## config.mk

```make
export PLATFORM = sky130hd
export DESIGN_NAME = e1_ts_payload_ctrl
export DESIGN_NICKNAME = d
export VERILOG_FILES = /design/src/rtl/e1pc_pkg.sv /design/src/rtl/e1pc_mw_seq.sv /design/src/rtl/e1pc_action_dec.sv /design/src/rtl/e1pc_byte_mux.sv /design/src/rtl/e1_ts_payload_ctrl.sv
export SDC_FILE = /design/constraint.sdc
export NUM_CORES = 1
export LEC_CHECK = 0
export BUFFER_PORTS_ARGS = -buffer_cell sky130_fd_sc_hd__buf_2
export CAP_MARGIN = 40
export CORE_AREA = 5 5 245 247
export CTS_BUF_LIST = sky130_fd_sc_hd__clkbuf_2 sky130_fd_sc_hd__clkbuf_4 sky130_fd_sc_hd__clkbuf_8
export DETAILED_ROUTE_END_ITERATION = 10
export DIE_AREA = 0 0 250 252
export GPL_ROUTABILITY_DRIVEN = 0
export GPL_TIMING_DRIVEN = 0
export PLACE_DENSITY_LB_ADDON = 0.2
export SKIP_CTS_REPAIR_TIMING = 1
export SLEW_MARGIN = 40
export SYNTH_ARGS = -nofsm -noshare
export SYNTH_HDL_FRONTEND = slang
export SYNTH_SLANG_ARGS = --single-unit
export TNS_END_PERCENT = 50
```

## constraint.sdc

```tcl
create_clock -name clk -period 2 [get_ports clk]
set_input_delay 0.1 -clock clk [delete_from_list [all_inputs] [get_ports clk]]
set_output_delay 0.1 -clock clk [all_outputs]
set_load 0.03 [all_outputs]
```

## src/rtl/e1pc_pkg.sv

```systemverilog
package e1pc_pkg;
    localparam int CFG_W  = 18;
    localparam int MW_LEN = 8;

    typedef struct packed {
        logic [3:0] abcd;
        logic       sigsrc;
        logic [7:0] idle;
        logic [2:0] sel;    // {subs, ds0, ds1}
        logic       loop;
        logic       test;
    } ts_cfg_t;

    typedef enum logic [2:0] {
        ACT_PASS, ACT_TAP, ACT_LOOP, ACT_MW, ACT_PAT, ACT_IDLE, ACT_INV
    } act_e;

    function automatic logic [7:0] mw_lookup(input logic alt, input logic [2:0] ph);
        logic [7:0] b;
        case (ph)
            3'd0, 3'd3: b = alt ? 8'h1E : 8'h34;
            3'd1, 3'd2: b = alt ? 8'h0B : 8'h21;
            3'd4, 3'd7: b = alt ? 8'h9E : 8'hB4;
            default:    b = alt ? 8'h8B : 8'hA1;
        endcase
        return b;
    endfunction
endpackage

```

## src/rtl/e1pc_mw_seq.sv

```systemverilog
module e1pc_mw_seq #(
    parameter int NTS    = 32,
    parameter int PH_LEN = e1pc_pkg::MW_LEN,
    localparam int TSW   = $clog2(NTS),
    localparam int PHW   = $clog2(PH_LEN)
) (
    input  logic           clk,
    input  logic           rst_n,
    input  logic           ts_valid,
    input  logic [TSW-1:0] ts_idx,
    output logic [PHW-1:0] phase
);
    localparam logic [TSW-1:0] LAST_TS = TSW'(NTS - 1);
    localparam logic [PHW-1:0] LAST_PH = PHW'(PH_LEN - 1);

    always_ff @(posedge clk or negedge rst_n) begin
        if (!rst_n) begin
            phase <= '0;
        end else if (ts_valid && ts_idx == LAST_TS) begin
            phase <= (phase == LAST_PH) ? '0 : phase + 1'b1;
        end
    end
endmodule

```

## src/rtl/e1pc_action_dec.sv

```systemverilog
module e1pc_action_dec
    import e1pc_pkg::*;
(
    input  logic    glb_en,
    input  logic    pat_on,
    input  logic    pat_dir,
    input  logic    unf_det,
    input  logic    unf_gen,
    input  logic    test,
    input  logic    loop,
    input  logic [2:0] sel,
    output act_e    act
);
    logic tap_hit, gen_hit;

    always_comb begin
        tap_hit = pat_on && pat_dir && (unf_det || test);
        gen_hit = pat_on && !pat_dir && (unf_gen || test);
        if (!glb_en)                 act = ACT_PASS;
        else if (tap_hit)            act = ACT_TAP;
        else if (loop)               act = ACT_LOOP;
        else if (sel[2:1] == 2'b11)  act = ACT_MW;
        else if (gen_hit)            act = ACT_PAT;
        else if (sel[2:1] == 2'b10)  act = ACT_IDLE;
        else if (sel != 3'b000)      act = ACT_INV;
        else                         act = ACT_PASS;
    end
endmodule

```

## src/rtl/e1pc_byte_mux.sv

```systemverilog
module e1pc_byte_mux
    import e1pc_pkg::*;
#(
    parameter int NTS = 32,
    localparam int TSW = $clog2(NTS)
) (
    input  logic           clk,
    input  logic           rst_n,
    input  logic           ts_valid,
    input  logic [TSW-1:0] ts_idx,
    input  act_e           act,
    input  logic [1:0]     inv_sel,
    input  logic [7:0]     idle,
    input  logic           sig_sub,
    input  logic [3:0]     abcd,
    input  logic [7:0]     tx_byte,
    input  logic [7:0]     pat_byte,
    input  logic [7:0]     lpbk_byte,
    input  logic [7:0]     mw_byte,
    input  logic [3:0]     sig_in,
    output logic           out_valid,
    output logic [TSW-1:0] out_ts,
    output logic [7:0]     out_byte,
    output logic [3:0]     out_sig,
    output logic           tap_valid,
    output logic [7:0]     tap_byte
);
    logic [7:0] nxt_byte, inv_mask;

    always_comb begin
        unique case (inv_sel)
            2'b01:   inv_mask = 8'hAA;
            2'b10:   inv_mask = 8'h55;
            2'b11:   inv_mask = 8'hFF;
            default: inv_mask = 8'h00;
        endcase
        unique case (act)
            ACT_TAP:  nxt_byte = tx_byte;
            ACT_LOOP: nxt_byte = lpbk_byte;
            ACT_MW:   nxt_byte = mw_byte;
            ACT_PAT:  nxt_byte = pat_byte;
            ACT_IDLE: nxt_byte = idle;
            ACT_INV:  nxt_byte = tx_byte ^ inv_mask;
            default:  nxt_byte = tx_byte;
        endcase
    end

    always_ff @(posedge clk or negedge rst_n) begin
        if (!rst_n) begin
            out_valid <= 1'b0;
            out_ts    <= '0;
            out_byte  <= '0;
            out_sig   <= '0;
            tap_valid <= 1'b0;
            tap_byte  <= '0;
        end else begin
            out_valid <= ts_valid;
            tap_valid <= ts_valid && (act == ACT_TAP);
            if (ts_valid) begin
                out_ts   <= ts_idx;
                out_byte <= nxt_byte;
                out_sig  <= sig_sub ? abcd : sig_in;
                tap_byte <= (act == ACT_TAP) ? tx_byte : 8'h00;
            end
        end
    end
endmodule

```

## src/rtl/e1_ts_payload_ctrl.sv

```systemverilog
module e1_ts_payload_ctrl
    import e1pc_pkg::*;
#(
    parameter int NTS = 32,
    localparam int TSW = $clog2(NTS),
    localparam int PHW = $clog2(MW_LEN)
) (
    input  logic                 clk,
    input  logic                 rst_n,
    input  logic                 glb_en,
    input  logic                 cas_en,
    input  logic                 pat_on,
    input  logic                 pat_dir,
    input  logic                 unf_det,
    input  logic                 unf_gen,
    input  logic [NTS*CFG_W-1:0] ts_cfg_flat,
    input  logic                 ts_valid,
    input  logic [TSW-1:0]       ts_idx,
    input  logic [7:0]           tx_byte,
    input  logic [3:0]           sig_in,
    input  logic [7:0]           pat_byte,
    input  logic [7:0]           lpbk_byte,
    output logic                 out_valid,
    output logic [TSW-1:0]       out_ts,
    output logic [7:0]           out_byte,
    output logic [3:0]           out_sig,
    output logic                 tap_valid,
    output logic [7:0]           tap_byte
);
    ts_cfg_t        cfg_cur;
    act_e           act;
    logic [PHW-1:0] mw_phase;
    logic [7:0]     mw_byte;
    logic           sig_sub;

    assign cfg_cur = ts_cfg_flat[ts_idx*CFG_W +: CFG_W];
    assign mw_byte = mw_lookup(!cfg_cur.sel[0], mw_phase);
    assign sig_sub = glb_en && cas_en && cfg_cur.sigsrc;

    e1pc_mw_seq #(.NTS(NTS), .PH_LEN(MW_LEN)) u_mw (
        .clk(clk), .rst_n(rst_n), .ts_valid(ts_valid), .ts_idx(ts_idx),
        .phase(mw_phase)
    );

    e1pc_action_dec u_dec (
        .glb_en(glb_en), .pat_on(pat_on), .pat_dir(pat_dir),
        .unf_det(unf_det), .unf_gen(unf_gen), .test(cfg_cur.test),
        .loop(cfg_cur.loop), .sel(cfg_cur.sel), .act(act)
    );

    e1pc_byte_mux #(.NTS(NTS)) u_mux (
        .clk(clk), .rst_n(rst_n), .ts_valid(ts_valid), .ts_idx(ts_idx),
        .act(act), .inv_sel(cfg_cur.sel[1:0]), .idle(cfg_cur.idle),
        .sig_sub(sig_sub), .abcd(cfg_cur.abcd), .tx_byte(tx_byte),
        .pat_byte(pat_byte), .lpbk_byte(lpbk_byte), .mw_byte(mw_byte),
        .sig_in(sig_in), .out_valid(out_valid), .out_ts(out_ts),
        .out_byte(out_byte), .out_sig(out_sig), .tap_valid(tap_valid),
        .tap_byte(tap_byte)
    );
endmodule

```

==> results.md <==
Critical path:
- The kind of launch point of the worst setup path is a primary input.
- The delay of the slowest cell on the worst path is 0.51 ns.
- For the worst setup path, the data arrival time is ~2.8 ns.
- The kind of critical path is in -> reg.
- The signal on the critical path passes through buf_16, buf_4, mux4_2, a22o_1, a211o_1, and2_1, a31oi_2, o211ai_1, nor2_4, buf_4, a221oi_2, a2111oi_2.
- The slowest cell on the critical path is mux4_2.
- The critical path data required time is 2.19 ns.
- In this run the critical register-to-register path is captured at u_mux.out_byte[7].
- The cell repeated most along the worst path is buf_4.
- Along the worst path, the maximum fanout reaches 5.
- STA classifies the critical path endpoint as a flip-flop.
- The worst flop-to-flop path startpoint is u_mw.phase[0].
- Across all register-to-register paths, the minimum setup slack is 0.24 ns.
- The number of cells on the worst reg-to-reg path is 8.

Clock network:
- The cell at the root of the clock tree is clkbuf_8.
- The clock-pin slew on the worst setup and hold paths is ~0.080 ns.
- Counting the buffers created by CTS gives 5.
- The clock drives 30 sinks.
- The deepest level of the CTS H-tree is 2.
- TritonCTS built the clock tree.
- The insertion delay to the later sink of the worst-skew pair is 0.29 ns.
- The clock passes through at most 2 buffers.

Synth:
- The portion of synthesized cell area occupied by the leading cell type is 0.463.
- The share of synthesized registers carrying an async set or reset is 1.00.
- In this run, synthesis inferred 0 flip-flops with an integrated enable.
- The synthesized instance count is between 500 and 600.
- The synthesized design spends more area on one cell type than any other, namely mux4_2.
- In this run, distinct cell masters in the synthesized netlist total 65.
- Among all flip-flop cells after synthesis, the most frequent one is dfrtp_1.
- By area the synthesized netlist is led by mux4_2, dfrtp_1, mux2i_1.
- The synthesis-stage register bit count is 30.
- During synthesis, Yosys emitted a total of 0 warnings.
- The post-synthesis average cell area is between 10 and 15 um2.
- The proportion of synthesized chip area in sequential cells is 0.113.
- After synthesis the cells add up to roughly 6600 um2.
- When the netlist entered floorplanning its net count stood at 1,164.

Global route:
- The first global-routing pass estimated 68,000 um of wire.
- The pin count of the biggest net entering global routing is 31.
- The sum of overflow across all layers after global routing is 0.
- The via count of the first global-routing pass came to just over 9,000.
- The initial antenna violation count is 5.
- In the global route stage, overall resource usage came out at 0.147.

Place:
- The HPWL after detailed placement is between 40,000 and 50,000 um.
- After detailed placement, the total cell area comes to between 10,000 and 15,000 um2.
- Before CTS, the worst setup slack after placement is -2.07 ns.
- The count of input and output buffers is 643.
- The total placed cells including tap cells is a little under 2,000.

STA:
- The portion of the clock cycle consumed by the worst path in the final layout is 1.32.
- The final period demand of the worst path is roughly 2.6 ns.
- The setup TNS is -10.85 ns.
- Across all setup checks in the final design, the least slack found is -0.637 ns.
- The worst pin sits at a relative slew slack of 0.533.
- The achievable frequency is around 380 MHz.
- Setup repair after global routing could not meet its margin everywhere.
- The number of endpoints with negative hold slack in the final report is 0.
- The clock arrives with around 0.0075 ns of skew.
- Setup violations remaining at the end of the flow were counted as 21.
- The measured slew at the worst slew-check pin is 0.701 ns.
- The final count of pins violating max slew is 0.

Pwr:
- The analysis attributes to cell leakage a power of around 5.4 nW.
- Power comes to about 4.2 mW.
- In this run the power density over the cells is 352 nW/um2.
- IR analysis of the VDD net gives a maximum drop of around 260 uV.

Layout:
- Leaving out fill and tap cells, the most frequent cell in the layout is buf_2.
- The top cell types in the final layout, fill and taps aside, are buf_2, mux4_2, nand2_1.
- The count of nets after finishing is 1,848.
- The number of standard cells in the final layout excluding fillers is 1,991.
- The area of all placed cells without fillers is around 12,000 um2.
- The area growth from synthesis to layout is 81.6%.
- The filler cells instantiated in the layout total 6,392.
- The layout cell share with drive strength beyond 1 is 0.784.

Detailed routing:
- The number of vias in the routed layout is roughly 8,400.
- The first routing iteration left ~330 violations.
- The final wirelength is between 50,000 and 60,000 um.
- The detailed-route vias per instance is 4.20.
- In the routed design, unresolved DRC markers number 0.
- For this run, the detailed router's first-pass iteration total came to 4.
- Signal routing reaches up to met4.
- In the detailed route, the total length drawn on met3 is 3090 um.
- Summed over all nets, wire length on met2 after detailed routing comes to around 26,000 um.
- The average wire per cell in the routed design is about 25 um.
- In the final routing, the length of wire on met1 measures ~21,000 um.
- The count of nets left with antenna violations once routing finished came out at 0.

Worst hold path:
- The class of the tightest hold or removal check is in -> reg.
- Along the worst hold path, the cell count comes to 3.
- The startpoint identified for the worst hold timing path is tx_byte[6].
- The path with the worst hold slack has its endpoint at u_mux.tap_byte[6].

Outcome:
- The run finished, with violations left.
- The checks that failed: negative setup slack.

Floorplanning:
- The initial utilization of the core area, before any placement, comes to 0.115.
- The core box area is 57,400 um2.
- The top-level I/O count is 645.
- The die extent in y is roughly 250 um.
- The die covers around 63,000 um2.
- The horizontal die dimension is 250 um.
- The standard-cell row count is 88.

Job:
- The number of maximum-capacitance constraint violations is 0.
## cell type report
class	count	area, um2	share of cell area
sequential	30	751	0.0624
clock buffer	6	82.6	0.00687
timing repair buffer	677	3630	0.302
buffer	54	649	0.0540
antenna	1	2.50	0.000208
clock inverter	2	12.5	0.00104
tap	765	957	0.0796
inverter	27	105	0.00874
multi-input combinational	429	5830	0.485
## synth_stat cells (2+ instances only)
cell / count
and3_1: 2
buf_1: 2
o21ai_0: 8
a2111oi_1: 2
mux4_2: 136
a211oi_1: 3
a221oi_1: 10
mux2_2: 16
mux4_1: 10
a22o_1: 5
buf_2: 19
inv_1: 27
xnor2_1: 4
nand4_1: 4
nor2b_1: 5
nand2_1: 43
a31oi_1: 7
nand3_1: 7
o221a_2: 2
nor2_1: 26
nand3b_1: 3
o221ai_1: 7
mux2i_1: 41
nor3_1: 4
a22oi_1: 7
ha_1: 6
o2bb2ai_1: 5
a21oi_1: 9
buf_4: 11
buf_6: 5
dfrtp_1: 30
o22ai_1: 4
o21ai_1: 11
o2111ai_1: 2
and2_1: 3
a211o_1: 8
buf_12: 4
o211ai_1: 3
nand2b_1: 2
clkbuf_1: 12
## metrics by stage
stage,hold WS (ns),util
floorplan,-0.196,-
global placement,0.230,0.190
detailed placement,0.223,0.190
CTS,-0.104,0.191
global route,0.0612,0.210
finish,0.0640,0.210
## logic make-up after synthesis
kind of cell               synth area share
AOI/OAI and AO/OA                     0.124
xor gates and xnor gates            0.00529
adders and majority gates            0.0113
buffers and inverters                0.0730
DFF                                   0.113
muxes                                 0.592
and+or+nand+nor                      0.0813
## routing by layer
metal	up-vias	track usage
li1	3685	-
met1	4223	0.188
met2	422	0.265
met3	36	0.0300
met4	0	0.0178
met5	-	0
## worst max path at each step
stage,end,from,cells after the start
finish,u_mux.out_byte[6],ts_idx[0],12
global route,u_mux.out_byte[6],ts_idx[0],13
floorplan,u_mux.out_sig[0],ts_idx[0],12
CTS,u_mux.out_byte[5],ts_idx[2],12
global placement,u_mux.out_byte[6],ts_idx[3],12
detailed placement,u_mux.out_byte[5],ts_idx[2],12
## power breakdown
group / switching (mW) / internal (mW) / total (mW)
combinational: 1.40 / 1.51 / 2.92
sequential: 0.0606 / 0.688 / 0.749
clock: 0.287 / 0.277 / 0.564
## registers in the layout, summed over array words and instances (netlist names)
signal,flops
u_mux.out_ts,5
u_mux.out_sig,4
u_mux.out_valid,1
u_mux.tap_byte,8
u_mw.phase,3
u_mux.out_byte,8
u_mux.tap_valid,1
## critical path, delay by kind of cell
family                 cells  cell delay (ns)
AO/OA/AOI/OAI              6             1.32
buffers and inverters      3             0.38
multiplexers               1             0.51
AND/OR/NAND/NOR            2             0.51
No activity file was read; power rests on OpenSTA's default activity.
